--- src/rtl/pfx_pkg.sv ---
package pfx_pkg;

  // generate / propagate pair carried through the prefix network
  typedef struct packed {
    logic g;
    logic p;
  } gp_t;

  // associative combining cell: upper span (hi) absorbs lower span (lo)
  function automatic gp_t gp_join(gp_t hi, gp_t lo);
    gp_t r;
    r.g = hi.g | (hi.p & lo.g);
    r.p = hi.p & lo.p;
    return r;
  endfunction

endpackage

--- src/rtl/pfx_bit_gp.sv ---
module pfx_bit_gp
  import pfx_pkg::*;
#(
  parameter int W = 16
) (
  input  logic [W-1:0] a_i,
  input  logic [W-1:0] b_i,
  output gp_t  [W-1:0] gp_o
);

  for (genvar i = 0; i < W; i++) begin : g_bit
    assign gp_o[i].g = a_i[i] & b_i[i];
    assign gp_o[i].p = a_i[i] ^ b_i[i];
  end

endmodule

--- src/rtl/pfx_group_tree.sv ---
module pfx_group_tree
  import pfx_pkg::*;
#(
  parameter int M = 4
) (
  input  gp_t [M-1:0] leaf_i,
  output gp_t [M-1:0] pre_o
);

  localparam int LV = (M > 1) ? $clog2(M) : 0;

  // one shifted tree per position; spans reaching below the group base
  // are dropped and the value passes through unchanged (duplication)
  always_comb begin
    gp_t [M-1:0] cur;
    gp_t [M-1:0] nxt;
    cur = leaf_i;
    for (int l = 0; l < LV; l++) begin
      nxt = cur;
      for (int i = 0; i < M; i++) begin
        if (i >= (1 << l)) begin
          nxt[i] = gp_join(cur[i], cur[i - (1 << l)]);
        end
      end
      cur = nxt;
    end
    pre_o = cur;
  end

  // group-level propagate must be the AND of every leaf propagate
  always_comb begin
    logic all_p;
    all_p = 1'b1;
    for (int i = 0; i < M; i++) begin
      all_p = all_p & leaf_i[i].p;
    end
    assert_grp_prop_R6: assert (pre_o[M-1].p == all_p)
      else $error("group propagate mismatch");
    if (pre_o[M-1].p) begin
      assert_grp_quiet_R4: assert (!pre_o[M-1].g)
        else $error("full-propagate group reports generate");
    end
  end

endmodule

--- src/rtl/pfx_group_link.sv ---
module pfx_group_link
  import pfx_pkg::*;
#(
  parameter int M = 4
) (
  input  gp_t [M-1:0] pre_i,
  input  logic        cin_i,
  output logic [M-1:0] carry_o,
  output logic         cout_o
);

  // one combining level folds the incoming group carry into each prefix
  for (genvar j = 0; j < M; j++) begin : g_fold
    assign carry_o[j] = pre_i[j].g | (pre_i[j].p & cin_i);
  end

  assign cout_o = pre_i[M-1].g | (pre_i[M-1].p & cin_i);

  // with no carry entering, bit carries are purely the in-group generates
  always_comb begin
    if (!cin_i) begin
      for (int j = 0; j < M; j++) begin
        assert_link_local_R5: assert (carry_o[j] == pre_i[j].g)
          else $error("carry without group input differs from prefix");
      end
    end
  end

endmodule

--- src/rtl/pfx_adder.sv ---
module pfx_adder
  import pfx_pkg::*;
#(
  parameter int N = 16,
  parameter int M = 4
) (
  input  logic [N-1:0] a_i,
  input  logic [N-1:0] b_i,
  output logic [N-1:0] sum_o,
  output logic         cout_o
);

  localparam int Q = (M > 0) ? (N / M) : 1;

  if ((M < 1) || (N < 2) || ((N % M) != 0)) begin : g_bad_cfg
    $error("pfx_adder: group size must divide operand width");
  end

  gp_t [N-1:0] gp;
  logic [N-1:0] p_vec;
  logic [N-1:0] c_bit;
  logic [Q:0]   c_grp;

  pfx_bit_gp #(.W(N)) u_gp (
    .a_i  (a_i),
    .b_i  (b_i),
    .gp_o (gp)
  );

  assign c_grp[0] = 1'b0;

  for (genvar k = 0; k < Q; k++) begin : g_grp
    gp_t [M-1:0] pre;

    pfx_group_tree #(.M(M)) u_tree (
      .leaf_i (gp[k*M +: M]),
      .pre_o  (pre)
    );

    pfx_group_link #(.M(M)) u_link (
      .pre_i   (pre),
      .cin_i   (c_grp[k]),
      .carry_o (c_bit[k*M +: M]),
      .cout_o  (c_grp[k+1])
    );
  end

  for (genvar i = 0; i < N; i++) begin : g_p
    assign p_vec[i] = gp[i].p;
  end

  assign sum_o  = p_vec ^ {c_bit[N-2:0], 1'b0};
  assign cout_o = c_grp[Q];

  always_comb begin
    assert_sum_R1: assert (sum_o == (a_i + b_i))
      else $error("sum differs from modular addition");
    assert_cout_R2: assert ({cout_o, sum_o} == ({1'b0, a_i} + {1'b0, b_i}))
      else $error("carry-out differs from full addition");
    assert_lsb_R3: assert (sum_o[0] == (a_i[0] ^ b_i[0]))
      else $error("carry leaked into position 0");
  end

endmodule

--- config.mk ---
export PLATFORM = sky130hd
export DESIGN_NAME = pfx_adder
export DESIGN_NICKNAME = d
export VERILOG_FILES = /design/src/rtl/pfx_pkg.sv /design/src/rtl/pfx_bit_gp.sv /design/src/rtl/pfx_group_tree.sv /design/src/rtl/pfx_group_link.sv /design/src/rtl/pfx_adder.sv
export SDC_FILE = /design/constraint.sdc
export NUM_CORES = 1
export LEC_CHECK = 0
export BUFFER_PORTS_ARGS = -buffer_cell sky130_fd_sc_hd__clkbuf_2
export CAP_MARGIN = 15
export CORE_ASPECT_RATIO = 0.8
export CORE_MARGIN = 4
export CORE_UTILIZATION = 44
export DETAILED_ROUTE_END_ITERATION = 12
export PLACE_DENSITY = 0.83
export SLEW_MARGIN = 20
export SYNTH_ARGS = -nofsm -noshare
export SYNTH_HDL_FRONTEND = slang
export SYNTH_HIERARCHICAL = 1
export SYNTH_SLANG_ARGS = --single-unit
export TNS_END_PERCENT = 10
--- constraint.sdc ---
create_clock -name vclk -period 2.3
set_clock_uncertainty 0.1 [all_clocks]
set_input_delay 0.23 -clock vclk [all_inputs]
set_output_delay 0.23 -clock vclk [all_outputs]
set_load 0.03 [all_outputs]
# == After elaboration in Yosys (flattened, before gate mapping) ==
# Index checks and enable logic that the tools add are counted.
# W data, S select, Z words.
# op_classes
add_sub_neg,0
multipliers,0
n_div,0
n_lt_le_gt_ge,0
eq_ne,0
shifts,0
mux,0
n_bitwise,114
n_reduce_logical,0
# ops
cell,count
$and A1 B1 Y1,65
$or A1 B1 Y1,32
$xor A1 B1 Y1,16
$xor A16 B16 Y16,1
# word_totals
reg_bits,0
latchBits,0
mem_bits_rw,0
romBits,0
inputBits,32
elab_cells,114
mem_count,0

# == Longest topological paths before layout ==
# depth
ltp_word,12
ltp_mapped,8
depth_no_buf,8

# == By module ==
# Netlist, hierarchy kept.
# by_module_without_submodules
mod,instances,cells_per_inst,area_per_inst_um2
pfx_group_tree,4,9,65.1
pfx_bit_gp,1,16,200.2
pfx_group_link,4,5,37.5
pfx_adder,1,16,135.1

# == Worst setup path before layout ==
# No wires, ideal clock.
# synth_timing
kind,input to output
from,in a_i[1]
to,out sum_o[13]
arrival_ns,2.187
required_time_ns,1.970
path_slack_ns,-0.217
path_stages,8
path_buffers,0
cell_sequence,ha_1 -> a21o_1 -> a31o_1 -> a21o_1 -> a21o_1 -> a21o_1 -> a21o_1 -> xor2_1
# synth_lines
element,line,text
from (decl),pfx_adder.sv:7,"input logic [N-1:0] a_i,"
to (decl),pfx_adder.sv:9,"output logic [N-1:0] sum_o,"

==> flow_summary.yaml <==
synth:
  syn_area_per_cell_um2: 8.49
  synthCells: 87
  syn_area_um2: 738
  synth_warnings: 6
sta:
  slew_violations: 0
  fmax_ghz: 0.429
  layout_setup_ws_ps: -28.8
  hold_viol: 0
  rsz0062_at_grt: "yes"
  setup_viol: 3
  fin_crit_sh_pct: 101
  min_period_ps: 2330
cells_and_area:
  nClkBuffers: 0
  drive_gt1_share_pct: 47.9
  nets: 190
  multiInputGateArea_um2: 767
  fin_area_um2: 1170
  synthToLayoutAreaGrowth_pct: 58.6
  fillers: 111
  nFlopsAndLatches: 0
  layout_common_cells: "42 x clkbuf_2, 28 x a21o_1, 15 x buf_4, 14 x ha_1, 11 x xor2_1"
  post-route-util_pct: 78.8
  antenna_cells: 0
  final_common_cell: "clkbuf_2"
  regArea_um2: 0
worst_setup_path:
  crit_path_frequent_cell: "a21o_1"
  cp.arrival_ps: 2000
  path_cells: "clkbuf_2, ha_4, a21o_1, a31o_1, a21o_1, a21o_1, a21o_1, a21o_1, xor2_4, buf_6"
  cp_top_family: "compound AO/OA/AOI/OAI gates"
  cpPeakStageDelay_ps: 240
  endpoint: "sum_o[15]"
  path_class: "in -> out"
  worst-path-buf-inv: 2
  slowest_stage: "ha_4"
  crit_cells: 10
  setup.worst_path.start_class: "primary input"
  cp-startpoint: "a_i[1]"
  required_ps: 1970
  crit_fanout: 5
  end_kind: "output port"
global_route:
  grt_pass1_wl_mm: 3.35
  grt_pass1_vias: 863
  overflow: 0
  antenna_found_initial: 0
  grt_util_met2_pct: 37.9
  top_usage_layer: "met2"
  grt_max_degree: 6
  grt_use_met1_pct: 18.9
  grtUsageTotal_pct: 17.5
  globalRouteMet3Util_pct: 0.673
min_path:
  hp-start: "b_i[0]"
  holdPathStages: 3
  worstHoldPathType: "in -> out"
clocking:
  ctsHoldBuffers: 0
drt:
  drt_iter0_drc: 2
  final_antenna_net_count: 0
  drc: 0
  wl_per_cell_um: 12.4
  wirelength_mm: 2.00
  first_pass_iters: 2
  dr_total_vias: 798
  drt-vias-per-instance: 4.96
pwr:
  irDropWorstVdd_mv: 0.297
  p_per_area_nw_per_um2: 437
  leakage_nw: 0.773
run_status:
  failed_checks: "negative setup slack"
  outcome: "finished with violations"
floorplan:
  die_y_um: 44.6
  start_util_pct: 49.7
  rows: 12
  dieArea_um2: 2400
  die_w_um: 53.8
  pin_count: 49
  coreArea_um2: 1490
placement:
  io_buffers: 49
  post_dp_cell_area_um2: 1100
  gp_congestion: 0.731
  dp_hpwl_mm: 1.79
run:
  maxCapViolations: 0
==> where the power goes <==
part | switching [W] | internal (W)
Clock | 0 | 0
Combinational | 0.000285 | 0.000226
Sequential | 0 | 0
==> metrics by stage <==
stage               worst slack, ps  cells  TNS [ps]  hold WS (ps)  total power [W]
floorplan                     -17.9     90     -81.9           653         0.000348
global placement              -94.5    161      -353           813         0.000458
detailed placement             -117    161      -491           833         0.000470
CTS                           -84.4    161      -241           832         0.000498
global route                   -108    161      -413           855         0.000551
finish                        -28.8    161     -60.3           828         0.000511
==> per-layer routing <==
metal  wire (um)  part of all wire, %
met1         756                   38
met2        1090                   54
met3         159                  7.9
met4           0                    0
met5           0                    0
==> how the worst min path moves through the flow <==
stage and endpoint:
3_3_place_gp sum_o[0], 5_1_grt sum_o[0], 6_report sum_o[0], 3_5_place_dp sum_o[0]
4_1_cts sum_o[0], 2_1_floorplan sum_o[0]
==> layout make-up <==
class	instances	share of cell area, %
repair buffers	61	32.3
well taps	21	2.24
multi-input cells	79	65.5
==> what timing repair did <==
item | CTS | global route
endpoints found under the setup margin | 7 | 7
buffers inserted | 0 | 0
pin swaps | 2 | 3
resized for setup | 9 | 13
hold endpoints to repair | 0 | 0
No activity file was read; power rests on OpenSTA's default activity.
